File: src/rtl/sc_pkg.sv
package sc_pkg;
  localparam int XLEN   = 32;
  localparam int REG_N  = 32;
  localparam int REG_AW = $clog2(REG_N);

  localparam logic [5:0] OP_RTYPE = 6'h00;
  localparam logic [5:0] OP_JMP   = 6'h02;
  localparam logic [5:0] OP_BEQ   = 6'h04;
  localparam logic [5:0] OP_LOAD  = 6'h23;
  localparam logic [5:0] OP_STORE = 6'h2B;

  localparam logic [5:0] FN_ADD = 6'd32;
  localparam logic [5:0] FN_SUB = 6'd34;
  localparam logic [5:0] FN_AND = 6'd36;
  localparam logic [5:0] FN_OR  = 6'd37;
  localparam logic [5:0] FN_NOR = 6'd39;
  localparam logic [5:0] FN_SLT = 6'd42;

  typedef enum logic [2:0] {
    ALU_AND, ALU_OR, ALU_ADD, ALU_SUB, ALU_SLT, ALU_NOR
  } alu_op_e;

  typedef struct packed {
    logic dst_rd;   // destination from rd instead of rt
    logic src_imm;  // second operand is sign-extended immediate
    logic wb_mem;   // writeback from data port
    logic reg_wr;
    logic mem_wr;
    logic branch;
    logic jump;
    logic illegal;
    logic ovf_chk;  // overflow is architecturally visible
  } ctl_t;

  function automatic logic [XLEN-1:0] sext16(input logic [15:0] v);
    return {{(XLEN-16){v[15]}}, v};
  endfunction

  function automatic logic [XLEN-1:0] branch_dest(input logic [XLEN-1:0] pc4,
                                                  input logic [15:0] off);
    return pc4 + (sext16(off) << 2);
  endfunction

  function automatic logic [XLEN-1:0] jump_dest(input logic [XLEN-1:0] pc4,
                                                input logic [25:0] tgt);
    return {pc4[XLEN-1:XLEN-4], tgt, 2'b00};
  endfunction

  function automatic logic add_ovf(input logic [XLEN-1:0] a, b, s);
    return (a[XLEN-1] == b[XLEN-1]) && (s[XLEN-1] != a[XLEN-1]);
  endfunction

  function automatic logic sub_ovf(input logic [XLEN-1:0] a, b, d);
    return (a[XLEN-1] != b[XLEN-1]) && (d[XLEN-1] != a[XLEN-1]);
  endfunction
endpackage

File: src/rtl/sc_decode.sv
module sc_decode
  import sc_pkg::*;
(
  input  logic [5:0] opcode,
  input  logic [5:0] funct,
  output ctl_t       ctl,
  output alu_op_e    alu_op
);
  always_comb begin
    ctl    = '0;
    alu_op = ALU_ADD;
    unique case (opcode)
      OP_RTYPE: begin
        ctl.dst_rd = 1'b1;
        ctl.reg_wr = 1'b1;
        unique case (funct)
          FN_ADD: begin alu_op = ALU_ADD; ctl.ovf_chk = 1'b1; end
          FN_SUB: begin alu_op = ALU_SUB; ctl.ovf_chk = 1'b1; end
          FN_AND: alu_op = ALU_AND;
          FN_OR:  alu_op = ALU_OR;
          FN_NOR: alu_op = ALU_NOR;
          FN_SLT: alu_op = ALU_SLT;
          default: begin
            ctl.illegal = 1'b1;
            ctl.reg_wr  = 1'b0;
          end
        endcase
      end
      OP_LOAD: begin
        ctl.src_imm = 1'b1;
        ctl.wb_mem  = 1'b1;
        ctl.reg_wr  = 1'b1;
      end
      OP_STORE: begin
        ctl.src_imm = 1'b1;
        ctl.mem_wr  = 1'b1;
      end
      OP_BEQ: begin
        ctl.branch = 1'b1;
        alu_op     = ALU_SUB;
      end
      OP_JMP:  ctl.jump    = 1'b1;
      default: ctl.illegal = 1'b1;
    endcase
  end

  // an undecodable word never carries a write request out of decode
  always_comb begin
    if (ctl.illegal) begin
      p_illegal_no_req_r9: assert (!ctl.reg_wr && !ctl.mem_wr);
    end
  end
endmodule

File: src/rtl/sc_alu.sv
module sc_alu
  import sc_pkg::*;
#(
  parameter int W = XLEN
) (
  input  logic [W-1:0] a,
  input  logic [W-1:0] b,
  input  alu_op_e      op,
  output logic [W-1:0] y,
  output logic         zero,
  output logic         ovf
);
  logic [W-1:0] sum, diff;
  assign sum  = a + b;
  assign diff = a - b;

  always_comb begin
    ovf = 1'b0;
    unique case (op)
      ALU_AND: y = a & b;
      ALU_OR:  y = a | b;
      ALU_NOR: y = ~(a | b);
      ALU_ADD: begin y = sum;  ovf = add_ovf(a, b, sum);  end
      ALU_SUB: begin y = diff; ovf = sub_ovf(a, b, diff); end
      ALU_SLT: y = {{(W-1){1'b0}}, ($signed(a) < $signed(b))};
      default: y = sum;
    endcase
  end

  assign zero = (y == '0);
endmodule

File: src/rtl/sc_regfile.sv
module sc_regfile #(
  parameter int W  = 32,
  parameter int N  = 32,
  localparam int AW = $clog2(N)
) (
  input  logic          clk,
  input  logic          rst,
  input  logic          we,
  input  logic [AW-1:0] waddr,
  input  logic [W-1:0]  wdata,
  input  logic [AW-1:0] raddr_a,
  input  logic [AW-1:0] raddr_b,
  output logic [W-1:0]  rdata_a,
  output logic [W-1:0]  rdata_b
);
  logic [W-1:0] regs [N];

  for (genvar i = 0; i < N; i++) begin : g_reg
    if (i == 0) begin : g_hard_zero
      assign regs[i] = '0;
    end else begin : g_word
      always_ff @(posedge clk) begin
        if (rst)                                   regs[i] <= '0;
        else if (we && waddr == AW'(i))            regs[i] <= wdata;
      end
    end
  end

  assign rdata_a = regs[raddr_a];
  assign rdata_b = regs[raddr_b];

  // a port addressing register 0 returns zero in the cycle after any write
  p_r0_reads_zero_r8: assert property (@(posedge clk) disable iff (rst)
    (we && waddr == '0) |=> (regs[0] == '0));
endmodule

File: src/rtl/mono_cycle_core.sv
module mono_cycle_core
  import sc_pkg::*;
(
  input  logic        clk,
  input  logic        rst,
  output logic [31:0] imem_addr,
  input  logic [31:0] imem_rdata,
  output logic [31:0] dmem_addr,
  output logic [31:0] dmem_wdata,
  output logic        dmem_we,
  input  logic [31:0] dmem_rdata,
  output logic        illegal_instr,
  output logic        overflow
);
  logic [XLEN-1:0] pc_q, pc_next, pc_plus4, br_tgt, jmp_tgt;
  logic [XLEN-1:0] rs_val, rt_val, alu_b, alu_y, wb_val, imm_x;
  logic [REG_AW-1:0] dest;
  logic        alu_zero, alu_ovf, rf_we;
  logic        take_branch, take_jump, seq_step;
  ctl_t        ctl;
  alu_op_e     alu_op;

  wire [5:0]  f_op   = imem_rdata[31:26];
  wire [4:0]  f_rs   = imem_rdata[25:21];
  wire [4:0]  f_rt   = imem_rdata[20:16];
  wire [4:0]  f_rd   = imem_rdata[15:11];
  wire [15:0] f_imm  = imem_rdata[15:0];
  wire [5:0]  f_fn   = imem_rdata[5:0];
  wire [25:0] f_tgt  = imem_rdata[25:0];

  sc_decode u_dec (
    .opcode (f_op),
    .funct  (f_fn),
    .ctl    (ctl),
    .alu_op (alu_op)
  );

  sc_regfile #(.W(XLEN), .N(REG_N)) u_rf (
    .clk     (clk),
    .rst     (rst),
    .we      (rf_we),
    .waddr   (dest),
    .wdata   (wb_val),
    .raddr_a (f_rs),
    .raddr_b (f_rt),
    .rdata_a (rs_val),
    .rdata_b (rt_val)
  );

  assign imm_x = sext16(f_imm);
  assign alu_b = ctl.src_imm ? imm_x : rt_val;

  sc_alu #(.W(XLEN)) u_alu (
    .a    (rs_val),
    .b    (alu_b),
    .op   (alu_op),
    .y    (alu_y),
    .zero (alu_zero),
    .ovf  (alu_ovf)
  );

  // writeback
  assign overflow      = ctl.ovf_chk & alu_ovf;
  assign illegal_instr = ctl.illegal;
  assign rf_we         = ctl.reg_wr & ~overflow;
  assign dest          = ctl.dst_rd ? f_rd : f_rt;
  assign wb_val        = ctl.wb_mem ? dmem_rdata : alu_y;

  // data port
  assign dmem_addr  = alu_y;
  assign dmem_wdata = rt_val;
  assign dmem_we    = ctl.mem_wr;

  // next PC
  assign pc_plus4    = pc_q + XLEN'(4);
  assign br_tgt      = branch_dest(pc_plus4, f_imm);
  assign jmp_tgt     = jump_dest(pc_plus4, f_tgt);
  assign take_branch = ctl.branch & alu_zero;
  assign take_jump   = ctl.jump;
  assign seq_step    = ~take_branch & ~take_jump;

  always_comb begin
    if (take_jump)        pc_next = jmp_tgt;
    else if (take_branch) pc_next = br_tgt;
    else                  pc_next = pc_plus4;
  end

  always_ff @(posedge clk) begin
    if (rst) pc_q <= '0;
    else     pc_q <= pc_next;
  end

  assign imem_addr = pc_q;

  // PC is zero in the cycle after reset
  p_reset_pc_r1: assert property (@(posedge clk)
    $past(rst) |-> (pc_q == '0));

  // sequential step advances by one word
  p_seq_pc_r2: assert property (@(posedge clk) disable iff (rst)
    seq_step |=> (pc_q == $past(pc_q) + 32'd4));

  // taken branch lands on PC+4 plus scaled offset
  p_branch_pc_r6: assert property (@(posedge clk) disable iff (rst)
    take_branch |=> (pc_q == $past(pc_q) + 32'd4 + ($past(imm_x) << 2)));

  // jump keeps the upper nibble of PC+4
  p_jump_pc_r7: assert property (@(posedge clk) disable iff (rst)
    take_jump |=> (pc_q[31:28] == $past(pc_plus4[31:28]) && pc_q[1:0] == 2'b00));

  // no architectural write on an undecodable word
  p_illegal_quiet_r9: assert property (@(posedge clk) disable iff (rst)
    illegal_instr |-> (!dmem_we && !rf_we));

  // overflow blocks writeback and only arises on R-type
  p_no_overflow_write_r10: assert property (@(posedge clk) disable iff (rst)
    overflow |-> (!rf_we && f_op == OP_RTYPE));
endmodule

File: config.mk
export PLATFORM = sky130hd
export DESIGN_NAME = mono_cycle_core
export DESIGN_NICKNAME = d
export VERILOG_FILES = /design/src/rtl/sc_pkg.sv /design/src/rtl/sc_decode.sv /design/src/rtl/sc_alu.sv /design/src/rtl/sc_regfile.sv /design/src/rtl/mono_cycle_core.sv
export SDC_FILE = /design/constraint.sdc
export NUM_CORES = 2
export LEC_CHECK = 0
export BUFFER_PORTS_ARGS = -buffer_cell sky130_fd_sc_hd__buf_2
export CAP_MARGIN = 20
export CORE_ASPECT_RATIO = 0.6
export CORE_MARGIN = 5
export CORE_UTILIZATION = 55
export CTS_CLUSTER_DIAMETER = 80
export DETAILED_ROUTE_END_ITERATION = 12
export PLACE_DENSITY = 0.84
export SLEW_MARGIN = 30
export SYNTH_ARGS = -nofsm -noshare
export SYNTH_HDL_FRONTEND = slang
export SYNTH_SLANG_ARGS = --single-unit
export TNS_END_PERCENT = 100
File: constraint.sdc
create_clock -name clk -period 7.4 [get_ports clk]
set_input_delay 0.37 -clock clk [delete_from_list [all_inputs] [get_ports clk]]
set_output_delay 0.37 -clock clk [all_outputs]
set_load 0.1 [all_outputs]
==> impl_metrics.env <==
export IMPL_finClkSkew_ns=0.0448
export IMPL_multi_input_area_sq_mm=0.0371
export IMPL_avgSynthCellArea_sq_um=10.1
export IMPL_hpwl_mm=147
export IMPL_final_hold_violation_count=0
export IMPL_hp_class="input pin to register"
export IMPL_grt_pass1_vias=52100
export IMPL_insertion_delay_ns=0.72
export IMPL_cap_viol_max_count=0
export IMPL_synthCells=5931
export IMPL_grt_pass1_wl_mm=333
export IMPL_period_share_pct=93.4
export IMPL_via_per_inst=7.39
export IMPL_switchingPower_mw=2.90
export IMPL_fmax_mhz=145
export IMPL_dieWidth_um=437
export IMPL_syn2layout_area_growth_pct=12.4
export IMPL_ys_ff_latch=1022
export IMPL_synth_top_family_by_area="multiplexers"
export IMPL_p_int_mw=8.69
export IMPL_async_flop_share_pct=0
export IMPL_routed_wl_mm=223
export IMPL_min_period_ns=6.91
export IMPL_clockBufferDepth=3
export IMPL_ios=165
export IMPL_finalSetupViolCount=0
export IMPL_ys_types=91
export IMPL_combPwrFrac_pct=8.8
export IMPL_coreArea_sq_mm=0.108
export IMPL_drc_errors=0
export IMPL_ys_flop_type="dfxtp_1"
export IMPL_port_buffer_count=162
export IMPL_finalNetCount=6055
export IMPL_path_class="input pin to primary output"
export IMPL_power_density_mw_per_mm2=172
export IMPL_ant_nets=0
export IMPL_globalplace_congestion=1.03
export IMPL_die_area_sq_mm=0.116
export IMPL_finalSetupTns_ns=0
export IMPL_grtUsageTotal_pct=37.2
export IMPL_relSlewSlack_pct=26.2
export IMPL_seq_area_sq_mm=0.0205
export IMPL_drtIter0Drc=10000
export IMPL_synth_edf_count=0
export IMPL_crit_path_end_kind="primary output"
export IMPL_fp_row_count=93
export IMPL_cp_data_arrival_time_ns=6.54
export IMPL_synth_fa_ha_area_share_pct=2.75
export IMPL_dr_pass1_iters=7
export IMPL_p_seq_share_pct=47.5
export IMPL_synth_compound_area_share_pct=15.2
export IMPL_rsz0062_at_grt="false"
export IMPL_htreeDepth=3
export IMPL_synthSimpleGateAreaFrac_pct=17.8
export IMPL_synth_top_cell_by_area="dfxtp_1"
export IMPL_grt_overflow=0
export IMPL_yosysTopAreaCellShare_pct=34.1
export IMPL_netlist_area_sq_mm=0.0601
export IMPL_antenna_found_initial=3
export IMPL_die_h_um=266
export IMPL_pwr_share_clk_pct=43.6
export IMPL_p_leak_nw=24.3
export IMPL_cts_resized=0
export IMPL_drive_above_1_share_pct=23.5
export IMPL_slew_violations=0
export IMPL_tightestPinTransition_ns=1.11
export IMPL_post_cts_buffers=0
export IMPL_synthTopCellsByCount="o21ai_0, dfxtp_1, nand3b_1"
export IMPL_cts_buffers=90
export IMPL_status="finished clean"
export IMPL_initial_utilization_pct=55.7
export IMPL_cts_hold_fix_buffers=4
export IMPL_path_clk_slew_ns=0.07
export IMPL_synth_xor_area_share_pct=1.02
export IMPL_swShare_pct=25.0
export IMPL_critPathLaunchType="input pin"
export IMPL_synth_mux_area_share_pct=24.1
export IMPL_ys_seq_area_share_pct=34.1
export IMPL_routedWlPerCell_um=30.4
export IMPL_finalInstanceArea_sq_mm=0.0675
export IMPL_required_ns=7.03
export IMPL_nFillCells=8122
export IMPL_cts_tree="done"
export IMPL_synth_most_common_cell="o21ai_0"
export IMPL_place_area_sq_mm=0.0643
export IMPL_cts_root_buf="clkbuf_16"
export IMPL_cp_max_fo=49
export IMPL_grt_max_degree=300
export IMPL_cts_sinks=1022
export IMPL_ys_warn_count=0
export IMPL_synthTopCellsByArea="dfxtp_1, mux4_2, nand3b_1"
export IMPL_num_vias=54300
export IMPL_peakVddDrop_mv=0.187
==> power by group through the flow <==
| stage | Combinational (mW) | Sequential, mW | Clock, mW |
|---|---|---|---|
| after floorplan | 0.632 | 5.66 | 0 |
| after global placement | 0.976 | 5.63 | 0 |
| after detailed placement | 0.982 | 5.63 | 0 |
| after CTS | 0.986 | 5.51 | 5.05 |
| after global routing | 1.05 | 5.51 | 5.30 |
| final | 1.02 | 5.51 | 5.06 |
==> registers in the layout, indices dropped and copies added, names as in the netlist <==
name / flops
u_rf.regs: 992
imem_addr: 30
==> area by class of cell <==
class,instances,share of cell area (%)
Multi-Input combinational cell,4118,54.9
Sequential cell,1022,30.3
Timing Repair Buffer,481,6.73
Clock buffer,124,3.82
Tap cell,1425,2.64
Inverter,146,0.812
Clock inverter,36,0.758
Antenna cell,1,0.00371
==> per-stage QoR <==
| stage | hold WS (ns) | cells | utilization, % | worst slack [ns] | power, mW |
|---|---|---|---|---|---|
| 6_report | 0.0346 | 7353 | 62.6 | 0.486 | 11.6 |
| 2_1_floorplan | 0.467 | 5932 | - | 0.127 | 6.30 |
| 4_1_cts | 0.00521 | 7349 | 62.5 | 0.646 | 11.5 |
| 3_3_place_gp | 0.479 | 7185 | 59.6 | 0.315 | 6.61 |
| 3_5_place_dp | 0.485 | 7185 | 59.6 | 0.346 | 6.62 |
| 5_1_grt | 0.0252 | 7352 | 62.6 | 0.380 | 11.9 |
==> placed cells by master (no fill, tap or decap), types with 19 or more instances in the layout <==
master     count
o21bai_1      29
o211ai_1      19
a21o_1        51
nand2_1      119
xor2_1        23
a22o_1        69
nand3_4       31
a211oi_1      35
nand4_1       24
ha_1         127
buf_12        97
clkbuf_16     91
nand3b_1    1002
inv_1        146
nand3_1       36
dfxtp_1     1022
buf_2        146
mux2i_1       43
mux4_2       576
a21oi_1       86
o21a_1        25
nor3_1        59
o21ai_0     1057
buf_4        222
nor2_1       184
and3_1        23
nor4_1        20
or3_1         32
a221oi_1      19
xnor2_1       47
a31oi_1       20
mux2_2        94
==> path summary, 6_finish.rpt <==
check                           cells past startpoint  slack [ns]        endpoint      startpoint
worst max-delay path                               20        0.49        overflow  imem_rdata[17]
worst min-delay path                                3        0.03   imem_addr[10]   imem_rdata[8]
worst max register to register                     22        0.90   imem_addr[16]  u_rf.regs[320]
worst min register to register                      2        0.51  u_rf.regs[437]  u_rf.regs[437]
==> metal layers <==
layer,share of wire (%),GRT usage (%),wire length (um)
met2,41,51.7,90600
met4,5.5,18.0,12200
met1,38,51.6,84100
met5,0,0,0
met3,16,13.3,36400
==> cells by family after synthesis <==
| group | Yosys count |
|---|---|
| adder cells (fa/ha/maj) | 130 |
| buffers and inverters | 792 |
| XOR/XNOR | 70 |
| multiplexers | 713 |
| other | 1 |
| AO/OA/AOI/OAI | 1561 |
| flip-flops | 1022 |
| AND/OR/NAND/NOR | 1642 |
==> critical path, stage by stage <==
cell,delay (ns)
buf_8,0.42
buf_4,0.37
buf_4,0.26
mux4_2,0.50
mux4_2,0.51
mux2i_1,0.17
buf_4,0.21
a21o_1,0.17
ha_1,0.48
inv_1,0.12
nor2_1,0.25
a211oi_1,0.13
o41ai_1,0.41
nor2_1,0.17
o311a_1,0.42
or4_1,0.41
o311a_1,0.14
a211o_2,0.49
inv_1,0.29
buf_12,0.21
Note: power is estimated with default switching activity, not from simulation.
